<file path="config.mk">
export PLATFORM = sky130hd
export DESIGN_NAME = sdram_boot_seq
export DESIGN_NICKNAME = d
export VERILOG_FILES = /design/src/rtl/sdram_boot_pkg.sv /design/src/rtl/sdram_boot_fsm.sv /design/src/rtl/sdram_boot_pins.sv /design/src/rtl/sdram_boot_seq.sv
export SDC_FILE = /design/constraint.sdc
export NUM_CORES = 1
export LEC_CHECK = 0
export BUFFER_PORTS_ARGS = -buffer_cell sky130_fd_sc_hd__clkbuf_2
export CORE_MARGIN = 5
export CORE_UTILIZATION = 45
export DETAILED_ROUTE_END_ITERATION = 8
export GPL_TIMING_DRIVEN = 1
export PLACE_DENSITY = 0.77
export SKIP_CTS_REPAIR_TIMING = 1
export SYNTH_ARGS = -nofsm -noshare
export SYNTH_HDL_FRONTEND = slang
export SYNTH_HIERARCHICAL = 1
export SYNTH_SLANG_ARGS = --single-unit
</file>
<file path="constraint.sdc">
create_clock -name clk -period 2.19 [get_ports clk]
set_input_delay 0.438 -clock clk [delete_from_list [all_inputs] [get_ports clk]]
set_output_delay 0.438 -clock clk [all_outputs]
set_load 0.02 [all_outputs]
</file>
<file path="src/rtl/sdram_boot_pkg.sv">
package sdram_boot_pkg;

    // Command issued on the memory pins for one cycle.
    typedef enum logic [1:0] {
        CMD_NOP = 2'd0,
        CMD_PRE = 2'd1,
        CMD_REF = 2'd2,
        CMD_MRS = 2'd3
    } boot_cmd_e;

    // Step of the power-up sequence most recently entered.
    typedef enum logic [2:0] {
        PH_POWER = 3'd0,
        PH_PRE   = 3'd1,
        PH_REF   = 3'd2,
        PH_MRS   = 3'd3,
        PH_DONE  = 3'd4
    } boot_phase_e;

endpackage

</file>
<file path="src/rtl/sdram_boot_fsm.sv">
module sdram_boot_fsm
    import sdram_boot_pkg::*;
#(
    parameter int CLK_MHZ       = 125,
    parameter int WAIT_US       = 200,
    parameter int REFRESH_COUNT = 2,
    parameter int GAP_PRE       = 3,
    parameter int GAP_REF       = 8,
    parameter int GAP_MRS       = 2,
    parameter int MRS_FIRST     = 0
) (
    input  logic      clk,
    input  logic      rst,
    output boot_cmd_e cmd,
    output logic      done
);

    localparam int WAIT_RAW = CLK_MHZ * WAIT_US;
    localparam int WAIT_CYC = (WAIT_RAW < 1) ? 1 : WAIT_RAW;
    localparam int G_PRE    = (GAP_PRE < 1) ? 1 : GAP_PRE;
    localparam int G_REF    = (GAP_REF < 1) ? 1 : GAP_REF;
    localparam int G_MRS    = (GAP_MRS < 1) ? 1 : GAP_MRS;
    localparam int NREF     = (REFRESH_COUNT < 2) ? 2 : REFRESH_COUNT;
    localparam int MAX_G1   = (G_PRE > G_REF) ? G_PRE : G_REF;
    localparam int MAX_G2   = (MAX_G1 > G_MRS) ? MAX_G1 : G_MRS;
    localparam int MAX_CNT  = (WAIT_CYC - 1 > MAX_G2) ? WAIT_CYC - 1 : MAX_G2;
    localparam int CNT_W    = $clog2(MAX_CNT + 1);
    localparam int REF_W    = $clog2(NREF + 1);

    typedef struct packed {
        boot_phase_e      phase;
        logic [CNT_W-1:0] cnt;
        logic [REF_W-1:0] refs;
        boot_cmd_e        cmd;
        logic             done;
    } seq_t;

    seq_t s_d, s_q;

    // Put a command on the bus and load its recovery gap.
    function automatic seq_t issue(input seq_t cur, input boot_cmd_e c);
        seq_t r;
        r     = cur;
        r.cmd = c;
        case (c)
            CMD_PRE: begin
                r.phase = PH_PRE;
                r.cnt   = CNT_W'(G_PRE);
            end
            CMD_REF: begin
                r.phase = PH_REF;
                r.cnt   = CNT_W'(G_REF);
                r.refs  = cur.refs - REF_W'(1);
            end
            CMD_MRS: begin
                r.phase = PH_MRS;
                r.cnt   = CNT_W'(G_MRS);
            end
            default: r.cnt = '0;
        endcase
        return r;
    endfunction

    function automatic seq_t finish(input seq_t cur);
        seq_t r;
        r       = cur;
        r.cmd   = CMD_NOP;
        r.phase = PH_DONE;
        r.done  = 1'b1;
        return r;
    endfunction

    always_comb begin
        s_d     = s_q;
        s_d.cmd = CMD_NOP;
        if (s_q.cnt != '0) begin
            s_d.cnt = s_q.cnt - CNT_W'(1);
        end else begin
            case (s_q.phase)
                PH_POWER: s_d = issue(s_q, CMD_PRE);
                PH_PRE: begin
                    if (MRS_FIRST != 0) s_d = issue(s_q, CMD_MRS);
                    else                s_d = issue(s_q, CMD_REF);
                end
                PH_REF: begin
                    if (s_q.refs != '0)      s_d = issue(s_q, CMD_REF);
                    else if (MRS_FIRST != 0) s_d = finish(s_q);
                    else                     s_d = issue(s_q, CMD_MRS);
                end
                PH_MRS: begin
                    if (MRS_FIRST != 0) s_d = issue(s_q, CMD_REF);
                    else                s_d = finish(s_q);
                end
                default: s_d.cnt = '0;
            endcase
        end
    end

    always_ff @(posedge clk) begin
        if (rst) begin
            s_q.phase <= PH_POWER;
            s_q.cnt   <= CNT_W'(WAIT_CYC - 1);
            s_q.refs  <= REF_W'(NREF);
            s_q.cmd   <= CMD_NOP;
            s_q.done  <= 1'b0;
        end else begin
            s_q <= s_d;
        end
    end

    assign cmd  = s_q.cmd;
    assign done = s_q.done;

    // nothing but NOP while the stabilisation wait runs
    p_wait_nop_r2: assert property (@(posedge clk) disable iff (rst)
        (s_q.phase == PH_POWER) |-> (cmd == CMD_NOP));

    // every command is followed by at least one NOP
    p_gap_after_cmd_r7: assert property (@(posedge clk) disable iff (rst)
        (cmd != CMD_NOP) |=> (cmd == CMD_NOP));

    // completion only once the refresh budget is spent
    p_refs_spent_r4: assert property (@(posedge clk) disable iff (rst)
        $rose(done) |-> (s_q.refs == '0));

    // completion is sticky
    p_done_sticky_r8: assert property (@(posedge clk) disable iff (rst)
        done |=> done);

endmodule

</file>
<file path="src/rtl/sdram_boot_pins.sv">
module sdram_boot_pins
    import sdram_boot_pkg::*;
#(
    parameter int               ADDR_W    = 11,
    parameter int               BA_W      = 1,
    parameter int               AP_BIT    = 10,
    parameter logic [ADDR_W-1:0] MODE_WORD = '0
) (
    input  boot_cmd_e         cmd,
    output logic              cke,
    output logic              dqm,
    output logic              cs_n,
    output logic              ras_n,
    output logic              cas_n,
    output logic              we_n,
    output logic [ADDR_W-1:0] addr,
    output logic [BA_W-1:0]   ba
);

    localparam logic [ADDR_W-1:0] AP_MASK = ADDR_W'(1) << AP_BIT;

    always_comb begin
        cke   = 1'b1;
        dqm   = 1'b1;
        cs_n  = 1'b0;
        ras_n = 1'b1;
        cas_n = 1'b1;
        we_n  = 1'b1;
        addr  = '0;
        ba    = '0;
        case (cmd)
            CMD_PRE: begin
                ras_n = 1'b0;
                we_n  = 1'b0;
                addr  = AP_MASK;
            end
            CMD_REF: begin
                ras_n = 1'b0;
                cas_n = 1'b0;
            end
            CMD_MRS: begin
                ras_n = 1'b0;
                cas_n = 1'b0;
                we_n  = 1'b0;
                addr  = MODE_WORD;
            end
            default: ;
        endcase
    end

endmodule

</file>
<file path="src/rtl/sdram_boot_seq.sv">
module sdram_boot_seq
    import sdram_boot_pkg::*;
#(
    parameter int               CLK_MHZ       = 125,
    parameter int               WAIT_US       = 200,
    parameter int               REFRESH_COUNT = 2,
    parameter int               GAP_PRE       = 3,
    parameter int               GAP_REF       = 8,
    parameter int               GAP_MRS       = 2,
    parameter int               MRS_FIRST     = 0,
    parameter int               ADDR_W        = 11,
    parameter int               BA_W          = 1,
    parameter int               AP_BIT        = 10,
    parameter logic [ADDR_W-1:0] MODE_WORD    = 11'h033
) (
    input  logic              clk,
    input  logic              rst,
    output logic              cke,
    output logic              dqm,
    output logic              cs_n,
    output logic              ras_n,
    output logic              cas_n,
    output logic              we_n,
    output logic [ADDR_W-1:0] addr,
    output logic [BA_W-1:0]   ba,
    output logic              init_done
);

    boot_cmd_e cur_cmd;

    sdram_boot_fsm #(
        .CLK_MHZ      (CLK_MHZ),
        .WAIT_US      (WAIT_US),
        .REFRESH_COUNT(REFRESH_COUNT),
        .GAP_PRE      (GAP_PRE),
        .GAP_REF      (GAP_REF),
        .GAP_MRS      (GAP_MRS),
        .MRS_FIRST    (MRS_FIRST)
    ) u_fsm (
        .clk (clk),
        .rst (rst),
        .cmd (cur_cmd),
        .done(init_done)
    );

    sdram_boot_pins #(
        .ADDR_W   (ADDR_W),
        .BA_W     (BA_W),
        .AP_BIT   (AP_BIT),
        .MODE_WORD(MODE_WORD)
    ) u_pins (
        .cmd  (cur_cmd),
        .cke  (cke),
        .dqm  (dqm),
        .cs_n (cs_n),
        .ras_n(ras_n),
        .cas_n(cas_n),
        .we_n (we_n),
        .addr (addr),
        .ba   (ba)
    );

    // enable and mask high, device selected
    p_pins_static_r1: assert property (@(posedge clk) disable iff (rst)
        cke && dqm && !cs_n);

    // precharge closes all banks
    p_prech_all_r3: assert property (@(posedge clk) disable iff (rst)
        (!ras_n && cas_n && !we_n) |-> addr[AP_BIT]);

    // mode load carries the mode word on bank zero
    p_mode_word_r5: assert property (@(posedge clk) disable iff (rst)
        (!ras_n && !cas_n && !we_n) |-> ((addr == MODE_WORD) && (ba == '0)));

    // bus stays idle once initialization has completed
    p_done_quiet_r8: assert property (@(posedge clk) disable iff (rst)
        init_done |-> (ras_n && cas_n && we_n));

endmodule

</file>
==> results of run 1 <==
[area by class of cell]
class	instances	area, sq um	share of cell area [%]
flip-flops and latches	23	460	33.6
clock inverters	1	5.00	0.365
clock buffers	3	22.5	1.64
multi-input cells	110	707	51.6
well taps	31	38.8	2.83
inverters	11	41.3	3.01
repair buffers	16	95.1	6.94
[worst paths after layout]
kind | from | endpoint
worst max-delay path | u_fsm/s_q[5] | u_fsm/s_q[3]
worst min-delay path | u_fsm/s_q[11] | u_fsm/s_q[11]
worst max register to register | u_fsm/s_q[5] | u_fsm/s_q[3]
worst min register to register | u_fsm/s_q[11] | u_fsm/s_q[11]
[metal layers]
metal,vias to the layer above,part of all wire [%],GRT usage (%)
li1,545,-,-
met5,-,0,0
met3,4,6.5,3.68
met2,25,47,22.5
met4,0,1.6,5.71
met1,497,45,15.5
[cells in the mapped netlist, types with 2 or more instances]
cell type,count,share of area [%]
dfxtp_1,23,35
buf_4,15,8.6
inv_1,11,3.1
a21oi_1,10,3.8
nor2_1,10,2.9
o21ai_0,10,3.8
or4_1,7,4.0
clkbuf_1,6,1.7
nand2_1,6,1.7
ha_1,5,4.8
nor3_1,4,1.5
nor4_1,4,1.9
o31ai_1,4,2.3
or3_1,4,1.9
xor2_1,4,2.7
a31oi_1,3,1.4
buf_2,3,1.1
nor2b_1,3,1.4
and2_1,2,0.95
conb_1,2,0.57
mux2_2,2,1.7
nand2b_1,2,0.95
nand3_1,2,0.76
nand3b_1,2,1.1
nor3b_1,2,1.1
o211ai_1,2,1.1
o21bai_1,2,1.1
[cell families after synthesis]
kind of cell | after synthesis | synth area share [%]
other | 2 | 0.571
buffers and inverters | 35 | 14.6
and+or+nand+nor | 51 | 22.4
adders and majority gates | 5 | 4.76
AOI/OAI and AO/OA | 36 | 16.9
xor gates and xnor gates | 5 | 3.33
DFF | 23 | 35.0
muxes | 3 | 2.47
[sequential cells by signal, indices dropped and copies added, names as in the netlist]
name,cells
u_fsm/done,1
u_fsm/cmd,2
u_fsm/s_q,20
[through the flow]
stage | TNS, ps | setup slack (ps)
floorplan | 0 | 17.4
global placement | 0 | 114
detailed placement | 0 | 0.703
CTS | -8.62 | -8.62
global route | 0 | 7.64
finish | 0 | 57.8
[critical path, cell delays in order (launching register included)]
cell and delay (ps):
dfxtp_1 360, inv_1 90, ha_1 140, or4b_4 490
or4_4 510, buf_4 160, o21ai_0 170, a21oi_1 90
[report_power, final]
group	internal (mW)	leakage, nW	switching, mW
sequential	0.423	0.186	0.00473
combinational	0.00862	0.316	0.0293
clock	0.0683	0.0177	0.128
==> results.md, run 1 <==
- Router iterations before antenna repair: 4
- Diode count: 0
- Reg2Reg Setup Slack: 60 ps
- DP Area: 1330 sq um
- Ys async rst share: 0%
- Core ar.: 2780 sq um
- CTS tree: built
- Sequential-to-total area share from yosys stat: 35.0%
- Commonest register cell after synthesis: dfxtp_1
- Routed wire length: 2.46 mm
- Synth cell types: 37
- Hold Crit Class: flop to flop
- CP endpoint kind: flop
- Hold Fails Final Rpt: 0
- Worst skew pair latency: 310 ps
- Clk buf depth: 2
- CP Data Arrival Time: 2330 ps
- CTS Sinks: 23
- Avg Cell Area, Syn: 8.22 sq um
- TritonCTS buffer count: 3
- Most frequent cells in the layout: dfxtp_1, inv_1
- Post-route cell area: 1370 sq um
- Ports: 21
- Starting DRT DRC Count: 16
- Crit Path Category: flop to flop
- Maxcap violations: 0
- H-Tree Depth: 1
- Fin. max-slew vios: 0
- RD Place Congestion: 0.816
- Final ANT Viol Nets: 0
- Crit start category: flop
- Status: completed
- PwrDens: 483 nW/um^2
- Cells after DPL: 191
- Fin crit share: 97.4%
- Worst Path Max Fanout: 5
- Cell count after synthesis: 160
- CP required: 2390 ps
- Vias after detailed routing: 1071
- First-pass GRT wire length: 4.42 mm
- Clock-pin slew on the worst setup and hold paths: 130 ps
- Nets: 172
- GRT overflow: 0
- Largest net degree at the start of global routing: 21
- Commonest non-fill, non-tap cell in the layout: dfxtp_1
- Die Wd: 64.1 um
- Vias in the first global route: 1002
- Root buffer cell: clkbuf_4
- # port buffers: 10
- Achievable frequency: 469 MHz
- Drt wl/cell: 12.6 um
- Pleak: 0.520 nW
- Initial antenna violation count: 0
- Pwr Total: 0.662 mW
- Worst VDD drop: 0.317 mV
- YS warnings: 6
- EDFF count, synth: 0
- Hold depth: 2
- Overall routing resource usage: 13.3%
- RSZ-0062 raised after global routing: no
- Std-Cell Rows: 19
- Cell area after synthesis: 1320 sq um
- Worst reg-to-reg path cell count: 7
- FF+latch count, synth: 23
- Final core utilization: 49.3%
- Skew final: 3.35 ps
- Min Hold Slack: 490 ps
- Initial core utilization: 47.3%
- Die ar.: 4100 sq um
- Fin crit period: 2130 ps
- Height of the die: 64.1 um
- HPWL after DPL: 1.84 mm
- Final Non-Filler Cells: 195
- FILL cells: 264
- # DRC: 0
- Fraction of layout instances using a drive strength above 1: 15.9%
- Final setup viols: 0
- Via/cell ratio: 5.49
- Layout Area Growth over Synthesis: 4.19%
Note: power is estimated with default switching activity, not from simulation.
==> run 2, diff against run 1 <==
--- a/config.mk
+++ b/config.mk
@@ -6,8 +6,9 @@
 export NUM_CORES = 1
 export LEC_CHECK = 0
 export BUFFER_PORTS_ARGS = -buffer_cell sky130_fd_sc_hd__clkbuf_2
-export CORE_MARGIN = 5
+export CORE_MARGIN = 8
 export CORE_UTILIZATION = 45
+export CTS_CLUSTER_SIZE = 20
 export DETAILED_ROUTE_END_ITERATION = 8
 export GPL_TIMING_DRIVEN = 1
 export PLACE_DENSITY = 0.77
==> run 2 against run 1 <==
Core utilization grew 0.79 points. Final area grew 0.73%. Register-to-register slack gained 30 ps. Via count grew 1.8%. Combinational power grew 4%. Sequential share of layout area shrank 0.15 points. Clock power is essentially flat.
==> results.md, run 2 (synthesized netlist as in run 1, its figures left out) <==
- Status: completed
- CP Data Arrival Time: 2370 ps (+40 ps)
- Core ar.: 2760 sq um (-0.85%)
- Pwr Total: 0.665 mW (+0.44%)
- Starting DRT DRC Count: 49 (+33)
- Fin. max-slew vios: 0 (unchanged)
- Worst Path Max Fanout: 5 (unchanged)
- Skew final: 13.5 ps (+10.2 ps)
- Final setup viols: 0 (unchanged)
- FILL cells: 264 (unchanged)
- Clk buf depth: 2 (unchanged)
- Final ANT Viol Nets: 0 (unchanged)
- GR Layer Usage met1: 11.1% (-4.3 points)
- # DRC: 0 (unchanged)
- Diode count: 0 (unchanged)
- Worst VDD drop: 0.252 mV (-20%)
- Initial core utilization: 47.7% (+0.41 points)
- Vias after detailed routing: 1090 (+1.8%)
- Hold Fails Final Rpt: 0 (unchanged)
- Initial antenna violation count: 0 (unchanged)
- Via/cell ratio: 5.53 (+0.74%)
- # port buffers: 10 (unchanged)
- Ports: 21 (unchanged)
- First-pass GRT wire length: 4.60 mm (+4.1%)
- Met2 GRT Util: 19.5% (-3.0 points)
- Busiest grt layer: met2
- Worst reg-to-reg path cell count: 6 (-1)
- Die ar.: 4910 sq um (+20%)
- Biggest register: u_fsm/s_q
- Pleak: 0.531 nW (+2.1%)
- Largest net degree at the start of global routing: 21 (unchanged)
- Nets: 174 (+1.2%)
- Worst skew pair latency: 320 ps (about the same)
- Hold depth: 2 (unchanged)
- Net Switching: 0.164 mW (+1.3%)
- Overall routing resource usage: 11.1% (-2.2 points)
- Number of flip-flops in the largest register: 20 (unchanged)
- Fin crit share: 96.2% (-1.2 points)
- Reg2Reg Setup Slack: 80 ps (+30 ps)
- Met3 global-route usage: 3.39% (-0.29 points)
- Fin crit period: 2110 ps (-25.4 ps)
- Drt wl/cell: 13.1 um (+4.1%)
- Crit Reg-Reg Endpoint: u_fsm/s_q[21]
- Worst Setup EP: u_fsm/s_q[21]
- Worst reg2reg startpoint: u_fsm/s_q[5]
- Layout Area Growth over Synthesis: 4.95%
- Std-Cell Rows: 19 (unchanged)
- Maxcap violations: 0 (unchanged)
- Crit start category: flop
- Switching share of power: 24.7% (+0.21 points)
- Die Wd: 70.1 um (+9.4%)
- CP required: 2450 ps (+60 ps)
- CP endpoint kind: flop
- Sequential power share: 64.4% (-0.3 points)
- Combinational share of power: 5.9% (+0.2 points)
- Fraction of layout instances using a drive strength above 1: 16.9% (+1.0 points)
- Achievable frequency: 475 MHz (+1.2%)
- Clock-pin slew on the worst setup and hold paths: 130 ps (about the same)
- CTS tree: built
- Commonest non-fill, non-tap cell in the layout: dfxtp_1
- H-Tree Depth: 1 (unchanged)
- PwrDens: 482 nW/um^2 (-0.29%)
- GRT overflow: 0 (unchanged)
- Routed wire length: 2.59 mm (+5.2%)
- Hold Crit Class: flop to flop
- CTS Sinks: 23 (unchanged)
- HPWL after DPL: 1.97 mm (+7.3%)
- Min Hold Slack: 498 ps (+8.65 ps)
- Vias in the first global route: 1069 (+6.7%)
- RSZ-0062 raised after global routing: no
- Root buffer cell: clkbuf_4
- Clock Power Share: 29.7% (about the same)
- Crit path from: u_fsm/s_q[5]
- RD Place Congestion: 0.801 (-1.8%)
- Router iterations before antenna repair: 4 (unchanged)
- Pint: 0.501 mW (+0.16%)
- TritonCTS buffer count: 3 (unchanged)
- Height of the die: 70.1 um (+9.4%)
- Crit Path Category: flop to flop
- Biggest regs: u_fsm/s_q: 20 flops, u_fsm/cmd: 2 flops, u_fsm/done: 1 flops
- Most frequent cells in the layout: dfxtp_1, inv_1
==> run 2: changes by cell type in the layout (fill, tap and decap cells not counted) <==
cell     change
buf_4        +2
dfxtp_1      -1
nor4_2       -1
nor4_1       +1
dfxtp_2      +1
==> run 2: worst min path at each step <==
stage                        from            end
floorplan           u_fsm/s_q[11]  u_fsm/s_q[11]
global placement       u_fsm/done     u_fsm/done
detailed placement     u_fsm/done     u_fsm/done
CTS                    u_fsm/done     u_fsm/done
global route        u_fsm/s_q[14]  u_fsm/s_q[14]
finish                 u_fsm/done     u_fsm/done
==> run 2: cell type report <==
cell class / instances / area (sq um) / area share [%]
Timing Repair Buffer: 18 / 110 / 7.98
Clock buffer: 3 / 22.5 / 1.63
Inverter: 11 / 41.3 / 2.99
Sequential cell: 23 / 462 / 33.5
Tap cell: 31 / 38.8 / 2.81
Multi-Input combinational cell: 110 / 701 / 50.8
Clock inverter: 1 / 5.00 / 0.363
==> run 2: power groups by stage <==
stage                     Sequential (mW)  Clock [mW]  Combinational [mW]
after CTS                           0.428       0.211              0.0382
after global placement              0.436           0              0.0370
after detailed placement            0.437           0              0.0381
final                               0.428       0.197              0.0393
after global routing                0.430       0.226              0.0430
after floorplan                     0.436           0              0.0462
==> run 2: metal layers <==
layer  part of all wire [%]  vias to the layer above
met3                    6.0                        7
met1                     43                      512
li1                       -                      547
met4                    3.0                        0
met5                      0                        -
met2                     48                       24
==> run 2: worst max-delay path: stages (launching register included) <==
cell and delay, ps:
dfxtp_2 360, inv_1 80, ha_1 140, or4b_4 490
or4_4 510, or3_1 320, a21oi_1 140
==> run 2: per-stage QoR <==
stage / instances / utilization (%) / setup TNS, ps / worst slack (ps) / cell area [sq um]
2_1_floorplan: 168 / - / 0 / 17.4 / 1350
5_1_grt: 197 / 50.0 / 0 / 0.818 / 1380
4_1_cts: 197 / 49.7 / -0.908 / -0.908 / 1370
3_5_place_dp: 193 / 48.7 / 0 / 32.6 / 1340
6_report: 197 / 50.0 / 0 / 83.2 / 1380
3_3_place_gp: 193 / 48.7 / 0 / 103 / 1340
